==> config.mk <==
export PLATFORM = sky130hd
export DESIGN_NAME = pwm_fault_brake
export DESIGN_NICKNAME = d
export VERILOG_FILES = /design/src/rtl/pfb_pkg.sv /design/src/rtl/pfb_debounce.sv /design/src/rtl/pfb_brake_path.sv /design/src/rtl/pfb_chan_out.sv /design/src/rtl/pwm_fault_brake.sv
export SDC_FILE = /design/constraint.sdc
export NUM_CORES = 1
export LEC_CHECK = 0
export BUFFER_PORTS_ARGS = -buffer_cell sky130_fd_sc_hd__buf_2
export CAP_MARGIN = 20
export CORE_UTILIZATION = 49
export CTS_BUF_LIST = sky130_fd_sc_hd__clkbuf_2
export DETAILED_ROUTE_END_ITERATION = 8
export GPL_TIMING_DRIVEN = 0
export PLACE_DENSITY_LB_ADDON = 0.25
export SYNTH_ARGS = -nofsm -noshare
export SYNTH_HDL_FRONTEND = slang
export SYNTH_HIERARCHICAL = 1
export SYNTH_SLANG_ARGS = --single-unit
==> constraint.sdc <==
create_clock -name clk -period 2.94 [get_ports clk]
set_input_delay 0.147 -clock clk [delete_from_list [all_inputs] [get_ports clk]]
set_output_delay 0.147 -clock clk [all_outputs]
set_load 0.005 [all_outputs]
==> src/rtl/pfb_pkg.sv <==
package pfb_pkg;
  typedef enum logic [1:0] {
    ACT_INVERT = 2'd0,
    ACT_KEEP   = 2'd1,
    ACT_LOW    = 2'd2,
    ACT_HIGH   = 2'd3
  } brk_act_e;

  localparam int NSRC = 4;
  localparam int SRC_CMP0 = 0;
  localparam int SRC_CMP1 = 1;
  localparam int SRC_PIN  = 2;
  localparam int SRC_SYS  = 3;
endpackage

==> src/rtl/pfb_debounce.sv <==
module pfb_debounce #(
  parameter int DIV_W = 3,
  parameter int LEN_W = 3
) (
  input  logic             clk,
  input  logic             rst_n,
  input  logic             raw,
  input  logic             en,
  input  logic [DIV_W-1:0] div,
  input  logic [LEN_W-1:0] len,
  output logic             filt
);
  localparam int PRE_W = (1 << DIV_W) - 1;

  logic [PRE_W-1:0] pre_q;
  logic [PRE_W-1:0] mask;
  logic             tick;
  logic [LEN_W-1:0] run_q;
  logic             lvl_q;

  assign mask = ~({PRE_W{1'b1}} << div);
  assign tick = ((pre_q & mask) == mask);

  always_ff @(posedge clk or negedge rst_n) begin
    if (!rst_n) pre_q <= '0;
    else        pre_q <= pre_q + 1'b1;
  end

  always_ff @(posedge clk or negedge rst_n) begin
    if (!rst_n) begin
      run_q <= '0;
      lvl_q <= 1'b0;
    end else if (!en) begin
      run_q <= '0;
      lvl_q <= raw;
    end else if (tick) begin
      if (raw == lvl_q) begin
        run_q <= '0;
      end else if (run_q == len) begin
        run_q <= '0;
        lvl_q <= raw;
      end else begin
        run_q <= run_q + 1'b1;
      end
    end
  end

  assign filt = en ? lvl_q : raw;


  filt_stable_chk: assert property (@(posedge clk) disable iff (!rst_n)
    (en && !tick) |=> (!en || $stable(lvl_q)));
endmodule

==> src/rtl/pfb_brake_path.sv <==
module pfb_brake_path
  import pfb_pkg::*;
(
  input  logic            clk,
  input  logic            rst_n,
  input  logic [NSRC-1:0] src,
  input  logic [NSRC-1:0] edge_en,
  input  logic [NSRC-1:0] level_en,
  input  logic            sw_edge,
  input  logic            sw_level,
  input  logic            period_tick,
  input  logic            edge_clr,
  input  logic            level_clr,
  output logic            edge_flag,
  output logic            level_flag,
  output logic            level_brk
);
  logic [NSRC-1:0] prev_q;
  logic            edge_hit;
  logic            lvl_now;
  logic            eflag_q, lflag_q, lbrk_q;

  assign edge_hit = (|(src & ~prev_q & edge_en)) | sw_edge;
  assign lvl_now  = (|(src & level_en)) | sw_level;

  always_ff @(posedge clk or negedge rst_n) begin
    if (!rst_n) begin
      prev_q  <= '0;
      eflag_q <= 1'b0;
      lflag_q <= 1'b0;
      lbrk_q  <= 1'b0;
    end else begin
      prev_q <= src;
      if (edge_hit)      eflag_q <= 1'b1;
      else if (edge_clr) eflag_q <= 1'b0;
      if (lvl_now)        lflag_q <= 1'b1;
      else if (level_clr) lflag_q <= 1'b0;
      if (lvl_now)          lbrk_q <= 1'b1;
      else if (period_tick) lbrk_q <= 1'b0;
    end
  end

  assign edge_flag  = eflag_q;
  assign level_flag = lflag_q;
  assign level_brk  = lbrk_q;


  edge_latch_chk: assert property (@(posedge clk) disable iff (!rst_n)
    (eflag_q && !edge_clr) |=> eflag_q);

  level_hold_chk: assert property (@(posedge clk) disable iff (!rst_n)
    (lbrk_q && !period_tick) |=> lbrk_q);
endmodule

==> src/rtl/pfb_chan_out.sv <==
module pfb_chan_out
  import pfb_pkg::*;
(
  input  logic       pwm_lvl,
  input  logic       edge_on,
  input  logic       level_on,
  input  logic [1:0] edge_code,
  input  logic [1:0] level_code,
  output logic       out
);
  brk_act_e sel;

  always_comb begin
    sel = edge_on ? brk_act_e'(edge_code) : brk_act_e'(level_code);
    out = pwm_lvl;
    if (edge_on || level_on) begin
      unique case (sel)
        ACT_INVERT: out = ~pwm_lvl;
        ACT_KEEP:   out = pwm_lvl;
        ACT_LOW:    out = 1'b0;
        ACT_HIGH:   out = 1'b1;
        default:    out = pwm_lvl;
      endcase
    end
  end
endmodule

==> src/rtl/pwm_fault_brake.sv <==
module pwm_fault_brake
  import pfb_pkg::*;
#(
  parameter int NPIN  = 4,
  parameter int NSYS  = 4,
  parameter int NCH   = 2,
  parameter int DIV_W = 3,
  parameter int LEN_W = 3,
  localparam int SEL_W = $clog2(NPIN),
  localparam int ACT_W = 2 * NCH
) (
  input  logic             clk,
  input  logic             rst_n,
  input  logic [1:0]       cmp_in,
  input  logic [NPIN-1:0]  brk_pins,
  input  logic [SEL_W-1:0] pin_sel,
  input  logic             pin_inv,
  input  logic             dbc_en,
  input  logic [DIV_W-1:0] dbc_div,
  input  logic [LEN_W-1:0] dbc_len,
  input  logic [NSYS-1:0]  sys_fail,
  input  logic [NSYS-1:0]  sys_fail_en,
  input  logic [NSRC-1:0]  edge_en,
  input  logic [NSRC-1:0]  level_en,
  input  logic             sw_edge_trig,
  input  logic             sw_level_trig,
  input  logic             period_tick,
  input  logic             edge_clr,
  input  logic             level_clr,
  input  logic             edge_ie,
  input  logic             level_ie,
  input  logic [ACT_W-1:0] edge_act,
  input  logic [ACT_W-1:0] level_act,
  input  logic [NCH-1:0]   pwm_in,
  output logic [NCH-1:0]   pwm_out,
  output logic             edge_brk,
  output logic             level_brk,
  output logic             edge_flag,
  output logic             level_flag,
  output logic             irq
);
  logic            pin_raw;
  logic            pin_filt;
  logic [NSRC-1:0] src;

  assign pin_raw = brk_pins[pin_sel] ^ pin_inv;

  pfb_debounce #(.DIV_W(DIV_W), .LEN_W(LEN_W)) u_dbc (
    .clk(clk), .rst_n(rst_n), .raw(pin_raw), .en(dbc_en),
    .div(dbc_div), .len(dbc_len), .filt(pin_filt)
  );

  assign src[SRC_CMP0] = cmp_in[0];
  assign src[SRC_CMP1] = cmp_in[1];
  assign src[SRC_PIN]  = pin_filt;
  assign src[SRC_SYS]  = |(sys_fail & sys_fail_en);

  pfb_brake_path u_path (
    .clk(clk), .rst_n(rst_n), .src(src), .edge_en(edge_en),
    .level_en(level_en), .sw_edge(sw_edge_trig), .sw_level(sw_level_trig),
    .period_tick(period_tick), .edge_clr(edge_clr), .level_clr(level_clr),
    .edge_flag(edge_flag), .level_flag(level_flag), .level_brk(level_brk)
  );

  assign edge_brk = edge_flag;

  for (genvar c = 0; c < NCH; c++) begin : g_ch
    pfb_chan_out u_ch (
      .pwm_lvl(pwm_in[c]), .edge_on(edge_brk), .level_on(level_brk),
      .edge_code(edge_act[2*c +: 2]), .level_code(level_act[2*c +: 2]),
      .out(pwm_out[c])
    );
  end

  assign irq = (edge_flag & edge_ie) | (level_flag & level_ie);


  passthru_chk: assert property (@(posedge clk) disable iff (!rst_n)
    (!edge_brk && !level_brk) |-> (pwm_out == pwm_in));

  irq_quiet_chk: assert property (@(posedge clk) disable iff (!rst_n)
    (!edge_flag && !level_flag) |-> !irq);
endmodule

==> results of run 1 <==
==> metrics by stage <==
stage | setup WS (ns) | instance area [um2]
detailed placement | 0.8772 | 1360
finish | 1.215 | 1409
global placement | 0.9251 | 1360
floorplan | 1.175 | 1041
global route | 1.087 | 1409
CTS | 1.193 | 1409
==> state kept, by name (all words and copies together), names as in the netlist <==
signal and cells:
u_dbc/lvl_q 1, u_path/level_brk 1, u_path/edge_flag 1, u_path/level_flag 1, u_dbc/pre_q 7, u_dbc/run_q 3
u_path/prev_q 4
==> synth_stat cells, drive strengths merged <==
library cell  instances  area [um2]
a211oi                1       20.02
a21boi                1       7.510
a21oi                 5       25.02
a221oi                2       23.77
a222oi                1       10.01
a22o                  1       8.760
a22oi                 2       15.01
a31oi                 2       12.51
a41oi                 1       16.27
and2                  2       12.51
and3                  1       6.260
and3b                 1       8.760
and4b                 1       10.01
buf                   1       7.510
dfrtp                18       450.4
ha                    2       25.02
inv                   6       22.52
mux2                  2       26.27
mux4                  1       22.52
nand2                 6       22.52
nand2b                4       25.02
nand3                 3       15.01
nand4b                1       8.760
nor2                  4       15.01
nor2b                 1       6.260
nor3                  3       15.01
nor3b                 2       15.01
o211ai                1       7.510
o21a                  3       22.52
o21ai                 6       30.03
o21bai                1       7.510
o31ai                 2       25.02
or2b                  1       7.510
xnor2                 8       70.07
xor2                  2       17.52
==> per-layer routing <==
| layer | track usage [%] | routed length (um) |
|---|---|---|
| met3 | 3.333 | 75 |
| met2 | 39.19 | 1224 |
| met1 | 19.27 | 894 |
| met5 | 0 | 0 |
| met4 | 5.000 | 0 |
==> worst register-to-register path, cell delays in order (launching register included) <==
cell	delay [ns]
dfrtp_1	0.45
and2_1	0.19
a221oi_2	0.32
a211oi_4	0.10
a41oi_2	0.17
mux2_4	0.31
==> worst max-delay path by stage <==
| stage | start | to | slack [ns] |
|---|---|---|---|
| after global routing | pin_sel[0] | u_path/level_brk | 1.09 |
| after floorplan | pin_sel[0] | u_path/level_brk | 1.18 |
| after global placement | pin_sel[0] | u_path/level_brk | 0.93 |
| after detailed placement | pin_sel[0] | u_path/level_brk | 0.88 |
| final | pin_sel[0] | u_path/level_brk | 1.22 |
| after CTS | pin_sel[0] | u_path/level_brk | 1.19 |
==> area by class of cell <==
| cell class | count | area [um2] |
|---|---|---|
| fillers | 163 | 573.1 |
| multi-input cells | 74 | 560.5 |
| flip-flops and latches | 18 | 450.4 |
| repair buffers | 60 | 315.3 |
| well taps | 27 | 33.78 |
| inverters | 6 | 22.52 |
| clock buffers | 3 | 15.01 |
| plain buffers | 1 | 7.507 |
| clock inverters | 1 | 3.754 |
==> power by group through the flow <==
stage	Clock (mW)	Sequential, mW	Combinational, mW
after detailed placement	0	0.275	0.127
after floorplan	0	0.273	0.0656
after global routing	0.112	0.271	0.146
after CTS	0.102	0.270	0.131
after global placement	0	0.274	0.122
final	0.0969	0.270	0.130
==> cell families (layout without fill, tap and decap cells) <==
logic type      Yosys count  count (layout)
fa+ha+maj                 2               2
xor+xnor                 10              10
mux                       3               3
buf+inv                   7              71
compound gates           29              29
simple gates             30              30
flops                    18              18
==> key figures, run 1 <==
Die
  – Die area: about 0.0023 mm2
  – Initial Util: 52.53%
  – Row cnt: 16
  – Chip Height: around 48 um
  – Die extent in x: about 48 um
  – IO Pins: just under 60
  – Core footprint: just under 0.002 mm2

Drt
  – Vias: approximately 1000
  – Wire length per cell: 11.55 um
  – Routed Antenna Nets: 0
  – Drt first pass iters: 4
  – Detailed Route WL: 2194 um
  – # DRC: 0
  – First-iteration detailed-routing DRC count: 18
  – Vias/cell: 5.132

Timing
  – Worst hold slack: about 0.038 ns
  – Worst Tran Pin Value: roughly 0.38 ns
  – Period minus WS final: between 1.5 and 2 ns
  – RSZ-0062 raised after global routing: no
  – Max-slew violations: 0
  – Max Fclk: a little under 600 MHz
  – Final Hold Viols: 0
  – Setup tns final: 0 ns
  – Final Skew: approximately 0.0018 ns
  – Final period utilization: 58.67%
  – Final setup violating endpoints: 0
  – Slew HR: between 70% and 80%

Setup path
  – Buffers plus inverters on the worst setup path: 1
  – Critical Path End Type: flop
  – Startpoint types: primary input
  – Worst r2r dst: u_dbc/lvl_q
  – CP delay by family, top: multiplexers
  – Max incr delay on CP: 0.49 ns
  – Crit path required time: about 3.1 ns
  – Critical path class: primary input to flop
  – Cell count of the worst reg-to-reg path: 5
  – Crit path depth: 7
  – Flop2flop setup slack: 1.30 ns
  – Worst path cell trace: buf_2, mux4_2, xor2_1, mux2_1, a222oi_1, and2_1, o21ai_0
  – Crit path DAT: 1.90 ns
  – CP max-delay cell: mux4_2
  – Worst-path maximum fanout: 3
  – Critical R2R Launch: u_dbc/pre_q[0]

Cells and area
  – Commonest non-fill, non-tap cell in the layout: buf_2
  – Finished Layout Cells: between 150 and 200
  – Most frequent cells in the layout: buf_2 (57), dfrtp_1 (18), xnor2_1 (8)
  – Final nets: 217
  – Area Overhead vs Synth: 35.34%
  – Fin util: between 70% and 80%
  – # diodes: 0
  – Share of cells above drive strength 1: between 40% and 50%

Status
  – Status: finished clean

Pwr
  – P_leak: a little under 0.7 nW
  – Clock power share: between 10% and 20%
  – Switching Share: 27.41%
  – Comb power frac: between 20% and 30%
  – Psw: 0.1361 mW
  – Total power: slightly below 0.5 mW
  – Power per Cell Area: roughly 350 mW/mm2
  – Flop pwr share: 54.4%
  – Maximum vdd drop: 351.4 uV
  – Int Pwr: between 0.3 and 0.4 mW

Synthesis
  – Yosys warning count: 6
  – Synth Register Bits: 18
  – Fraction of synthesized cell area in xor and xnor cells: about 8.4%
  – Synth Area in Simple Gates: roughly 16%
  – Register area share after synthesis: a little over two fifths
  – Multiplexer share of the synthesized area: about 4.7%
  – Post-synthesis compound-gate area fraction: about 22%
  – Largest family of logic cells by synthesized area: compound AO/OA/AOI/OAI gates
  – Synth Cell Area: roughly 0.0010 mm2
  – Synth Net Count: 152
  – Netlist cell types: 38
  – Mapped Cells: 99
  – Post-Synth Adder-Cell Area: 2.404%
  – Mean Syn Cell Area: ~11 um2

Clock tree
  – CTS sink count: 18
  – CTS resizes: 0
  – CTS clk-pin slew, worst paths: approximately 0.15 ns
  – Cts hold-fix bufs: 3
  – Setup Buffers After CTS: 0
  – Latest clock arrival within the worst-skew pair: 0.27 ns
  – CTS Root Cell: clkbuf_2
  – Total CTS buffers: 3
  – Worst-case clock buffer depth: 2
  – CTS tree: done
  – H-tree levels: 1

Global routing
  – First-pass GRT wire length: roughly 3000 um
  – Antenna violations before repair: 0
  – Vias in the first global route: 812
  – Total overflow reported by the global router: 0
  – GR Util All Layers: 19.06%
  – Largest net degree at the start of global routing: 19

Flow run
  – Max-cap check violation count: 0

Min path
  – Hold EP: u_path/level_flag
  – Worst Hold Depth: 2
  – Path type of the worst min-delay path: primary input to flop
  – Hold_sp: level_clr

Placed design
  – Buffers on Ports: between 50 and 60
  – Post-Place Cells: roughly 180
  – Final GP Congestion: 0.7832
  – Hpwl dp: 1813 um
(Power assumes the default switching activity.)
==> run 2: changes to the inputs <==
- CORE_UTILIZATION: 49 -> 41
- clock period: 2.94 -> 1.43 ns (I/O delays scaled with it)
==> run 2 against run 1 <==
Net effect: the run now ends with negative setup slack left; routed wire length rose by 13%; register-to-register slack got worse by 1.4 ns; flip-flop and latch count unchanged; cell count rose by 6.3%; total power is 120% higher; hold slack lost 0.018 ns; clock-buffer cell count unchanged; critical path type is now flop to flop.
==> key figures, run 2 (synthesized netlist as in run 1, its figures left out) <==
Drt
  – Detailed Route WL: 2490 um (was 2194 um)
  – Vias/cell: 5.030 (was 5.132)
  – Routed Antenna Nets: 0 (unchanged)
  – Drt first pass iters: 4 (unchanged)
  – # DRC: 0 (unchanged)
  – Vias: 1016 (was 975)
  – First-iteration detailed-routing DRC count: 10 (was 18)
  – Wire length per cell: 12.33 um (was 11.55 um)

Placed design
  – Place WS: -0.4905 ns (was 0.8772 ns)
  – Hpwl dp: 1938 um (was 1813 um)
  – Placement Cell Area: 0.001365 mm2 (was 0.001360 mm2)
  – Final GP Congestion: 0.7723 (was 0.7832)
  – Buffers on Ports: 57 (unchanged)
  – Post-Place Cells: 184 (was 183)

Setup path
  – Worst path cell trace: buf_4, a221oi_4, a211oi_4, a41oi_2, mux2_4 (was buf_2, mux4_2, xor2_1, mux2_1, a222oi_1, and2_1, o21ai_0)
  – Critical R2R Launch: u_dbc/pre_q[0] (unchanged)
  – Crit path DAT: 1.76 ns (was 1.90 ns)
  – Critical Path End: u_dbc/lvl_q (was u_path/level_brk)
  – Worst r2r dst: u_dbc/lvl_q (unchanged)
  – Crit. Startpoint: u_dbc/pre_q[0] (was pin_sel[0])
  – Crit path required time: 1.63 ns (was 3.11 ns)
  – Crit path depth: 5 (was 7)
  – CP max-delay cell: dfrtp_1 (was mux4_2)
  – Buffers plus inverters on the worst setup path: 1 (unchanged)
  – Critical Path End Type: flop (unchanged)
  – Max incr delay on CP: 0.43 ns (was 0.49 ns)
  – CP delay by family, top: compound AO/OA/AOI/OAI gates (was multiplexers)
  – Critical path class: flop to flop (was primary input to flop)
  – Flop2flop setup slack: -0.14 ns (was 1.30 ns)
  – Worst-path maximum fanout: 3 (unchanged)
  – Startpoint types: flop (was primary input)
  – Cell count of the worst reg-to-reg path: 5 (unchanged)

Global routing
  – GR Util All Layers: 18.62% (was 19.06%)
  – Antenna violations before repair: 0 (unchanged)
  – Total overflow reported by the global router: 0 (unchanged)
  – Vias in the first global route: 999 (was 812)
  – First-pass GRT wire length: 3767 um (was 3008 um)
  – Largest net degree at the start of global routing: 19 (unchanged)

Clock tree
  – CTS tree: done (unchanged)
  – CTS sink count: 18 (unchanged)
  – CTS Root Cell: clkbuf_2 (unchanged)
  – CTS clk-pin slew, worst paths: 0.17 ns (was 0.15 ns)
  – Latest clock arrival within the worst-skew pair: 0.29 ns (was 0.27 ns)
  – H-tree levels: 1 (unchanged)
  – Total CTS buffers: 3 (unchanged)
  – Worst-case clock buffer depth: 2 (unchanged)

Timing
  – Final Skew: 0.007561 ns (was 0.001771 ns)
  – Period minus WS final: 1.566 ns
  – Max Fclk: roughly 640 MHz
  – Setup WS post-layout: -0.1357 ns (was 1.215 ns)
  – Max-slew violations: 0 (unchanged)
  – Final Hold Viols: 0 (unchanged)
  – Slew HR: 73.57% (was 74.97%)
  – Worst Tran Pin Value: 0.3965 ns (was 0.3755 ns)
  – Final setup violating endpoints: 5 (was 0)
  – RSZ-0062 raised after global routing: yes (was no)
  – Final period utilization: 109.5%

Min path
  – Path type of the worst min-delay path: primary input to flop (unchanged)
  – Worst Hold Depth: 3 (was 2)

Pwr
  – Comb power frac: 28.9% (was 26.1%)
  – Total power: 1.084 mW (was 0.4965 mW)
  – Maximum vdd drop: 558.4 uV (was 351.4 uV)
  – P_leak: 0.7577 nW (was 0.6924 nW)
  – Clock power share: 19.6% (was 19.5%)
  – Flop pwr share: 51.4% (was 54.4%)
  – Int Pwr: 0.7724 mW (was 0.3605 mW)
  – Switching Share: 28.73% (was 27.41%)
  – Psw: 0.3113 mW (was 0.1361 mW)
  – Power per Cell Area: 699.6 mW/mm2 (was 352.4 mW/mm2)

Die
  – Core footprint: 0.002297 mm2 (was 0.001982 mm2)
  – Chip Height: 52.39 um (was 48.09 um)
  – IO Pins: 58 (unchanged)
  – Die area: 0.002745 mm2 (was 0.002313 mm2)
  – Initial Util: 45.32% (was 52.53%)
  – Die extent in x: 52.39 um (was 48.09 um)
  – Row cnt: 17 (was 16)

Flow run
  – Max-cap check violation count: 0 (unchanged)

Cells and area
  – Finished Layout Cells: 202 (was 190)
  – Share of cells above drive strength 1: 46.55% (was 41.72%)
  – Biggest regs: u_dbc/pre_q (7), u_path/prev_q (4), u_dbc/run_q (3) (unchanged)
  – Fillers: 190 (was 163)
  – Area Overhead vs Synth: 48.80% (was 35.34%)
  – Most frequent cells in the layout: buf_2 (56), dfrtp_1 (18), xnor2_1 (8) (was buf_2 (57), dfrtp_1 (18), xnor2_1 (8))
  – Final nets: 228 (was 217)
  – Fin area: 0.001549 mm2 (was 0.001409 mm2)
  – Fin util: 67.43% (was 71.09%)
  – Largest register FFs: 7 (unchanged)
  – Commonest non-fill, non-tap cell in the layout: buf_2 (unchanged)
  – Most flop-heavy register: u_dbc/pre_q (unchanged)
  – # diodes: 0 (unchanged)

Status
  – Status: finished, violations left (was finished clean)
  – Failing checks: negative setup slack
[run 2: worst min path at each step]
| stage | endpoint | slack, ns | startpoint |
|---|---|---|---|
| 6_report | u_path/edge_flag | 0.02 | edge_en[1] |
| 3_3_place_gp | u_dbc/run_q[1] | 0.01 | rst_n |
| 3_5_place_dp | u_dbc/run_q[2] | 0.02 | rst_n |
| 5_1_grt | u_dbc/run_q[0] | 0.02 | dbc_en |
| 2_1_floorplan | u_dbc/lvl_q | -0.22 | rst_n |
| 4_1_cts | u_path/edge_flag | 0.008 | edge_en[1] |
[run 2: final cells by class]
cell class | instances | area [um2] | area share (%)
buffer | 1 | 7.507 | 0.4847
multi-input combinational | 74 | 596.8 | 38.53
timing repair buffer | 71 | 417.9 | 26.98
tap | 28 | 35.03 | 2.262
sequential | 18 | 450.4 | 29.08
clock buffer | 3 | 15.01 | 0.9693
clock inverter | 1 | 3.754 | 0.2423
inverter | 6 | 22.52 | 1.454
[run 2: what timing repair did]
item | 4_1_cts | 5_1_grt
hold buffers | 6 | 1
pin swaps | 5 | 5
resized for setup | 6 | 5
endpoints found under the hold margin | 23 | 1
buffers inserted | 6 | 1
setup endpoints to repair | 4 | 6
[run 2: metal layers]
metal / up-vias / part of all wire (%) / global-route usage, %
li1: 509 / - / -
met1: 460 / 41 / 18.01
met2: 43 / 51 / 38.19
met3: 4 / 6.4 / 3.188
met4: 0 / 1.2 / 6.140
met5: - / 0 / 0
[run 2: power groups by stage]
stage	clock, mW	sequential, mW	combinational, mW
3_5_place_dp	0	0.565	0.270
5_1_grt	0.245	0.560	0.347
2_1_floorplan	0	0.561	0.140
6_report	0.213	0.558	0.313
4_1_cts	0.219	0.556	0.301
3_3_place_gp	0	0.564	0.254
[run 2: through the flow]
stage | hold slack (ns) | setup TNS, ns
after floorplan | -0.2241 | -0.6198
after global placement | 0.01484 | -1.704
after detailed placement | 0.02225 | -2.227
after CTS | 0.007580 | -0.4722
after global routing | 0.01872 | -0.8151
final | 0.01968 | -0.5260
[run 2: worst min-delay path, stage by stage]
cell and delay [ns]:
buf_2 0.09, nand2_1 0.05, o211ai_1 0.07
